--- src/rtl/dic_pkg.sv ---
package dic_pkg;
  typedef struct packed {
    logic lv_wr;  // bit3
    logic lv_rd;  // bit2
    logic os_wr;  // bit1
    logic os_rd;  // bit0
  } acc_t;

  localparam int NREG = 2;  // region 0: operand stack, region 1: local variables
endpackage

--- src/rtl/dic_hazard.sv ---
module dic_hazard
  import dic_pkg::*;
(
  input  logic split_en,
  input  acc_t a0,
  input  acc_t a1,
  output logic conflict
);
  logic [NREG-1:0] rd0, wr0, rd1, wr1, hit;

  always_comb begin
    if (split_en) begin
      rd0 = {a0.lv_rd, a0.os_rd};
      wr0 = {a0.lv_wr, a0.os_wr};
      rd1 = {a1.lv_rd, a1.os_rd};
      wr1 = {a1.lv_wr, a1.os_wr};
    end else begin
      rd0 = {1'b0, a0.lv_rd | a0.os_rd};
      wr0 = {1'b0, a0.lv_wr | a0.os_wr};
      rd1 = {1'b0, a1.lv_rd | a1.os_rd};
      wr1 = {1'b0, a1.lv_wr | a1.os_wr};
    end
  end

  for (genvar r = 0; r < NREG; r++) begin : g_region
    // RAW, WAW, WAR inside one resource
    assign hit[r] = (wr0[r] & rd1[r]) | (wr0[r] & wr1[r]) | (rd0[r] & wr1[r]);
  end

  assign conflict = |hit;
endmodule

--- src/rtl/dic_lat_max.sv ---
module dic_lat_max #(
  parameter int LAT_W = 3
) (
  input  logic [LAT_W-1:0] la,
  input  logic [LAT_W-1:0] lb,
  input  logic             use_b,
  output logic [LAT_W-1:0] mx
);
  logic [LAT_W-1:0] ca, cb;

  assign ca = (la == '0) ? LAT_W'(1) : la;
  assign cb = (lb == '0) ? LAT_W'(1) : lb;
  assign mx = (use_b && (cb > ca)) ? cb : ca;
endmodule

--- src/rtl/dic_stall_ctr.sv ---
module dic_stall_ctr #(
  parameter int LAT_W = 3
) (
  input  logic             clk,
  input  logic             rst,
  input  logic             load,
  input  logic [LAT_W-1:0] load_val,
  output logic             busy,
  output logic             stall_q
);
  logic [LAT_W-1:0] cnt, cnt_nxt;

  always_comb begin
    if (load)             cnt_nxt = load_val;
    else if (cnt != '0)   cnt_nxt = cnt - LAT_W'(1);
    else                  cnt_nxt = '0;
  end

  always_ff @(posedge clk) begin
    if (rst) begin
      cnt     <= '0;
      stall_q <= 1'b0;
    end else begin
      cnt     <= cnt_nxt;
      stall_q <= (cnt_nxt != '0);
    end
  end

  assign busy = (cnt != '0);

  // a running count falls by one each cycle
  p_cnt_down_r9: assert property (@(posedge clk) disable iff (rst)
    (cnt != '0) |=> (cnt == $past(cnt) - LAT_W'(1)));
endmodule

--- src/rtl/dual_issue_ctrl.sv ---
module dual_issue_ctrl
  import dic_pkg::*;
#(
  parameter int LAT_W = 3
) (
  input  logic             clk,
  input  logic             rst,
  input  logic             split_en,
  input  logic             v0,
  input  logic [3:0]       s0_acc,
  input  logic [LAT_W-1:0] s0_lat,
  input  logic             v1,
  input  logic [3:0]       s1_acc,
  input  logic [LAT_W-1:0] s1_lat,
  output logic             issue0,
  output logic             issue1,
  output logic             stall
);
  logic             busy, conflict, go, pair;
  logic [LAT_W-1:0] mx;

  dic_hazard u_haz (
    .split_en (split_en),
    .a0       (acc_t'(s0_acc)),
    .a1       (acc_t'(s1_acc)),
    .conflict (conflict)
  );

  assign go   = v0 & ~busy;
  assign pair = go & v1 & ~conflict;

  dic_lat_max #(.LAT_W(LAT_W)) u_lmax (
    .la    (s0_lat),
    .lb    (s1_lat),
    .use_b (pair),
    .mx    (mx)
  );

  dic_stall_ctr #(.LAT_W(LAT_W)) u_ctr (
    .clk      (clk),
    .rst      (rst),
    .load     (go),
    .load_val (mx - LAT_W'(1)),
    .busy     (busy),
    .stall_q  (stall)
  );

  always_ff @(posedge clk) begin
    if (rst) begin
      issue0 <= 1'b0;
      issue1 <= 1'b0;
    end else begin
      issue0 <= go;
      issue1 <= pair;
    end
  end

  // slot 1 never issues alone
  p_pair_needs_slot0_r7: assert property (@(posedge clk) disable iff (rst)
    issue1 |-> issue0);
  // slot 1 issue requires a present younger instruction
  p_pair_needs_v1_r7: assert property (@(posedge clk) disable iff (rst)
    v1 == 1'b0 |=> !issue1);
  // no issue while stalled
  p_stall_blocks_r10: assert property (@(posedge clk) disable iff (rst)
    stall |=> !issue0);
  // no older instruction, no issue
  p_no_v0_no_issue_r8: assert property (@(posedge clk) disable iff (rst)
    !v0 |=> !issue0);
endmodule

--- config.mk ---
export PLATFORM = sky130hd
export DESIGN_NAME = dual_issue_ctrl
export DESIGN_NICKNAME = d
export VERILOG_FILES = /design/src/rtl/dic_pkg.sv /design/src/rtl/dic_hazard.sv /design/src/rtl/dic_lat_max.sv /design/src/rtl/dic_stall_ctr.sv /design/src/rtl/dual_issue_ctrl.sv
export SDC_FILE = /design/constraint.sdc
export NUM_CORES = 1
export LEC_CHECK = 0
export BUFFER_PORTS_ARGS = -buffer_cell sky130_fd_sc_hd__buf_4
export CAP_MARGIN = 15
export CORE_AREA = 2 2 39 41
export CTS_BUF_LIST = sky130_fd_sc_hd__clkbuf_2
export CTS_CLUSTER_DIAMETER = 120
export DETAILED_ROUTE_END_ITERATION = 6
export DIE_AREA = 0 0 41 43
export GPL_TIMING_DRIVEN = 0
export PLACE_DENSITY = 0.78
export SYNTH_ARGS = -nofsm -noshare
export SYNTH_HDL_FRONTEND = slang
export SYNTH_HIERARCHICAL = 1
export SYNTH_SLANG_ARGS = --single-unit
--- constraint.sdc ---
create_clock -name clk -period 2.7 [get_ports clk]
set_clock_uncertainty 0.1 [all_clocks]
set_input_delay 0.135 -clock clk [delete_from_list [all_inputs] [get_ports clk]]
set_output_delay 0.135 -clock clk [all_outputs]
set_load 0.02 [all_outputs]
== Word level (Yosys, flattened, before mapping) ==
Cells that the tools add are included.

* Register bits after elaboration: 6
* Latch bits: 0
* Bits in writable memories: 0
* ROM bits: 0
* Input bits: 19
* Word-level logic and storage cells: 41
* Memories kept: 0

* Add/subtract/negate cells: 2
* $mul: 0
* Div/mod/pow operators: 0
* Magnitude comparators: 1
* Eq/ne operators: 0
* Shift operators: 0
* Muxes and demuxes: 9
* Bitwise operators: 19
* Reductions and logical operators: 6

{| class="wikitable"
|+ Operators with widths
! kind !! count
|-
| 3-bit 2-to-1 mux || 5
|-
| 1-bit bitwise AND || 9
|-
| 2-bit 2-to-1 mux || 4
|-
| 1-bit bitwise OR || 8
|-
| 3-bit zero test || 2
|-
| 3-bit nonzero test || 2
|-
| 3-bit by 1-bit subtractor with 3-bit output (second input constant) || 2
|-
| 3-bit greater-than comparator || 1
|-
| 1-bit inverter || 2
|-
| 2-bit OR reduction || 1
|-
| 1-bit logical AND || 1
|}

== Logic depth before layout (Yosys ltp) ==
* Depth after elaboration: 13
* Mapped depth: 14
* Gate-level depth less buffers: 14

== Modules after synthesis ==
Netlist, hierarchy kept.

{| class="wikitable"
|+ By module, submodules not included
! module !! times used !! cells each !! area each (um^2)
|-
| dic_stall_ctr || 1 || 20 || 187.7
|-
| dic_lat_max || 1 || 17 || 130.1
|-
| dual_issue_ctrl || 1 || 11 || 105.1
|-
| dic_hazard || 1 || 9 || 63.8
|}

== Worst setup path after synthesis ==
Ideal clock, no wire load.

* Path kind: input to register
* Start: input port s1_acc[2]
* End: register u_ctr.stall_q
* Arrival: 2.418 ns
* Required time: 2.473 ns
* Path slack: 0.055 ns
* Cell stages on the path: 13
* Buffers on the path: 0
* Cell sequence: o21ba_1 -> o32ai_1 -> nand4b_1 -> and4bb_1 -> o31ai_1 -> a311oi_2 -> mux2i_1 -> inv_1 -> ha_1 -> xor2_1 -> mux2i_1 -> nor2_1 -> or3_1

* Word-level cells in the longest chain between the ends: 13
* Elaborated cells on any way between the ends: 16
* Classes of those cells: add/sub (1); mux (3); bitwise (9); reduce/logical (3)

{| class="wikitable"
|+ Ends and longest elaborated chain
! element !! line !! source
|-
| start, declared || dual_issue_ctrl.sv:13 || <nowiki>input logic [3:0] s1_acc,</nowiki>
|-
| 1-bit bitwise OR || dic_hazard.sv:20 || <nowiki>rd1 = {1'b0, a1.lv_rd | a1.os_rd};</nowiki>
|-
| 2-bit 2-to-1 mux * || dic_hazard.sv:12 || <nowiki>if (split_en) begin</nowiki>
|-
| 1-bit bitwise AND || dic_hazard.sv:27 || <nowiki>assign hit[r] = (wr0[r] & rd1[r]) | (wr0[r] & wr1[r]) | (rd0[r] & wr1[r]);</nowiki>
|-
| 1-bit bitwise OR (2 in series) || dic_hazard.sv:27 ||
|-
| 2-bit OR reduction * || dic_hazard.sv:30 || <nowiki>assign conflict = |hit;</nowiki>
|-
| named net conflict || dual_issue_ctrl.sv:19 || <nowiki>logic busy, conflict, go, pair;</nowiki>
|-
| 1-bit inverter * || dual_issue_ctrl.sv:30 || <nowiki>assign pair = go & v1 & ~conflict;</nowiki>
|-
| 1-bit bitwise AND * || dual_issue_ctrl.sv:30 ||
|-
| named net pair || dual_issue_ctrl.sv:19 ||
|-
| 1-bit logical AND * || dic_lat_max.sv:13 || <nowiki>assign mx = (use_b && (cb > ca)) ? cb : ca;</nowiki>
|-
| 3-bit 2-to-1 mux * || dic_lat_max.sv:13 ||
|-
| named net mx[0] || dual_issue_ctrl.sv:20 || <nowiki>logic [LAT_W-1:0] mx;</nowiki>
|-
| 3-bit by 1-bit subtractor with 3-bit output * || dual_issue_ctrl.sv:43 || <nowiki>.load_val (mx - LAT_W'(1)),</nowiki>
|-
| 3-bit 2-to-1 mux * || dic_stall_ctr.sv:14 || <nowiki>if (load) cnt_nxt = load_val;</nowiki>
|-
| 3-bit nonzero test * || dic_stall_ctr.sv:25 || <nowiki>stall_q <= (cnt_nxt != '0);</nowiki>
|-
| end signal, assigned || dic_stall_ctr.sv:25 ||
|-
| end, declared || dic_stall_ctr.sv:9 || <nowiki>output logic stall_q</nowiki>
|}

The timed path passes the listed nets; every way through them passes the cells marked *.
A chain may end at the register's enable or synchronous reset.

== Final worst setup path ==
* Start: register u_ctr.cnt[1]
* End: register u_ctr.stall_q

* Word-level cells in the longest chain between the ends: 10
* Elaborated cells on any way between the ends: 12
* Classes of those cells: add/sub (2); mux (3); bitwise (4); reduce/logical (3)

{| class="wikitable"
|+ Ends and longest elaborated chain
! element !! line !! source
|-
| start, declared || dic_stall_ctr.sv:11 || <nowiki>logic [LAT_W-1:0] cnt, cnt_nxt;</nowiki>
|-
| start signal, assigned || dic_stall_ctr.sv:24 || <nowiki>cnt <= cnt_nxt;</nowiki>
|-
| 3-bit nonzero test || dic_stall_ctr.sv:29 || <nowiki>assign busy = (cnt != '0);</nowiki>
|-
| named net busy || dual_issue_ctrl.sv:19 ||
|-
| 1-bit inverter || dual_issue_ctrl.sv:29 || <nowiki>assign go = v0 & ~busy;</nowiki>
|-
| 1-bit bitwise AND || dual_issue_ctrl.sv:29 ||
|-
| 1-bit bitwise AND (2 in series) || dual_issue_ctrl.sv:30 ||
|-
| named net pair || dual_issue_ctrl.sv:19 ||
|-
| 1-bit logical AND || dic_lat_max.sv:13 ||
|-
| 3-bit 2-to-1 mux || dic_lat_max.sv:13 ||
|-
| named net mx[0] || dual_issue_ctrl.sv:20 ||
|-
| 3-bit by 1-bit subtractor with 3-bit output || dual_issue_ctrl.sv:43 ||
|-
| 3-bit 2-to-1 mux || dic_stall_ctr.sv:14 ||
|-
| 3-bit nonzero test || dic_stall_ctr.sv:25 ||
|}

The timed path passes the listed nets, and every way through them passes these cells.

==> results.md <==
- Status: complete, but fails checks
- Failing checks: setup timing
- Critical Path RT: ~2700 ps
- CP endpoint kind: register
- H-tree levels: 1
- Netlist Area Pre-Place: around 500 um^2
- Crit start category: register
- Chip height: 43 um
- Setup WS post-layout: -219 ps
- Final Hold Viols: 0
- Minimum clock period: ~2900 ps
- Syn nets: 82
- Clock root cell: clkbuf_2
- Async SR Flop Fraction: 0%
- Starting Density: between 30% and 40%
- Hold_ws: slightly below 300 ps
- CTS buffer count: 3
- # IOs: 22
- Hold Path Depth: 3
- Primary FF master, synth: dfxtp_1
- WL/cell: approximately 14 um
- Slew headroom: around 69%
- Worst r2r src: u_ctr/cnt[1]
- Longest Clk Path Bufs: 2
- Vias/cell: between 4 and 5
- PortBufs: 21
- Share of final-layout standard cells stronger than drive strength 1: 62.7%
- Initial antenna violation count: 0
- Worst-Margin Slew: 458 ps
- Die area: around 1800 um^2
- Post-DP HPWL: around 820 um
- First-pass iteration count of the detailed router: 4
- Fill cells: 103
- RD Place Congestion: just over 0.7
- Post-synth EDFFs: 0
- Crit-path max FO: 3
- Sequential standard cell area: about 130 um^2
- Clock sinks: 6
- Core ar.: around 1400 um^2
- Area delta synth->final: 91.3%
- Synth Warn #: 6
- # diodes: 0
- Cells after Synth: 57
- Clock Latency Late Sink: around 220 ps
- Syn avg cell area: about 8.5 um^2
- Die W: 41 um
- First-pass GRT wire length: approximately 2100 um
- Max Clock Freq: around 0.34 GHz
- Top cell type's share of synthesized area: between 20% and 30%
- Pre-CTS setup slack: -301 ps
- Initial DRC count: 29
- RSZ-0062 raised after global routing: yes
- Min-delay src: v1
- Cell taking the most area after synthesis: dfxtp_1
- CTS tree: done
- Total wire length: between 1500 and 2000 um
- # DRC: 0
- Via count: ~580
- Clock transition at path regs: approximately 70 ps
- Commonest non-fill, non-tap cell in the layout: buf_4
- Maximum vdd drop: ~0.20 mV
- Hold/Removal Path Class: in2reg
- Worst EP arrival: 2910 ps
- Most frequent cells in the layout: 41 x buf_4, 5 x inv_1
- Hold path endpoint: issue1
- Final Cycle Share: 108%
- Count of cell types in the netlist: 25
- Final setup viols: 2
- Synth area leaders: dfxtp_1 25%, ha_1 15%, inv_1 7.7%, mux2_2 4.6%, a21oi_1 4.1%
- R2r setup slk: -220 ps
- Max Cap Viol: 0
- Worst Path Class, Setup: reg2reg
- Vias in the first global route: 487
- Antenna-violating nets left: 0
- R2r endpoint: u_ctr/stall_q
- Power density cells: 459 nW/um^2
- Yosys reg bits: 6
- Nets@finish: between 100 and 150
- Reg2reg path depth: 14
- Largest net degree at the start of global routing: 7
- Seq/Total Area, Yosys: around 25%
- Tot GR Track Use: approximately a fifth
- Site Rows: 14
- Max Slew Vio Count: 0
- Grt ovf: 0
- Multi-input logic area: about 410 um^2
- LEAKAGE: about 0.46 nW
[where the power goes]
part,internal (mW),switching (mW)
registers,0.104,0.00866
clock network,0.0301,0.0319
logic,0.151,0.101
[metrics by stage]
| step | util [%] | instances | cell area, um^2 | setup TNS, ps | power [mW] |
|---|---|---|---|---|---|
| finish | 67.3 | 118 | 931 | -263 | 0.427 |
| floorplan | - | 57 | 487 | 0 | 0.180 |
| global placement | 48.0 | 94 | 664 | -306 | 0.223 |
| CTS | 60.8 | 114 | 841 | 0 | 0.372 |
| global route | 67.3 | 118 | 931 | -503 | 0.455 |
| detailed placement | 48.0 | 94 | 664 | -353 | 0.226 |
[how the worst max path moves through the flow]
| stage | from | endpoint | slack (ps) | cells after the start |
|---|---|---|---|---|
| 2_1_floorplan | s1_acc[2] | u_ctr/stall_q | 60 | 13 |
| 3_3_place_gp | s1_acc[2] | u_ctr/stall_q | -280 | 14 |
| 3_5_place_dp | s1_acc[2] | u_ctr/stall_q | -300 | 14 |
| 4_1_cts | u_ctr/cnt[0] | u_ctr/stall_q | 6 | 14 |
| 5_1_grt | u_ctr/cnt[1] | u_ctr/stall_q | -320 | 14 |
| 6_report | u_ctr/cnt[1] | u_ctr/stall_q | -220 | 14 |
[flip-flops by register name (all words and copies together) (netlist names)]
signal         count
u_ctr/cnt          3
issue0             1
issue1             1
u_ctr/stall_q      1
[cell families after synthesis]
family	count (synthesis)	synth area share [%]
flip-flops	6	24.7
adder cells (fa/ha/maj)	6	15.4
XOR/XNOR	1	1.80
AND/OR/NAND/NOR	18	22.4
multiplexers	4	8.74
AO/OA/AOI/OAI	11	18.5
buffers and inverters	11	8.48
[Yosys cell counts, types with 2 or more instances]
cell type,number
a21oi_1,4
dfxtp_1,6
ha_1,6
inv_1,10
mux2_2,2
mux2i_1,2
nand2_1,2
nor2_1,5
nor2b_1,3
or3_1,2
[layer usage]
layer | GRT usage (%) | routed length (um) | up-vias
li1 | - | - | 287
met1 | 19.8 | 650 | 266
met2 | 33.8 | 859 | 18
met3 | 1.57 | 71 | 4
met4 | 10.0 | 26 | 0
met5 | 0 | 0 | -
[area by class of cell]
class                   count  area share (%)
plain buffers               1           0.403
clock buffers               3            1.61
inverters                  10            4.30
multi-input cells          40            43.7
flip-flops and latches      6            13.7
well taps                  16            2.15
repair buffers             42            34.1
[repair_timing]
action / in CTS / in global routing
pin swaps: 7 / 6
endpoints found under the setup margin: 1 / 3
hold endpoints to repair: 1 / 0
hold buffers: 1 / 0
buffers inserted: 16 / 5
resized for setup: 9 / 16
[critical path, stage by stage (launching register included)]
cell,delay [ps]
dfxtp_4,350
nor2_4,140
ha_4,140
inv_2,30
and4bb_2,320
o31ai_4,80
a311oi_2,280
buf_4,190
mux2i_1,170
inv_1,100
ha_4,170
xor2_2,170
mux2i_1,170
nor2_1,80
or3_1,300
Power figures use the tool's default switching activity.
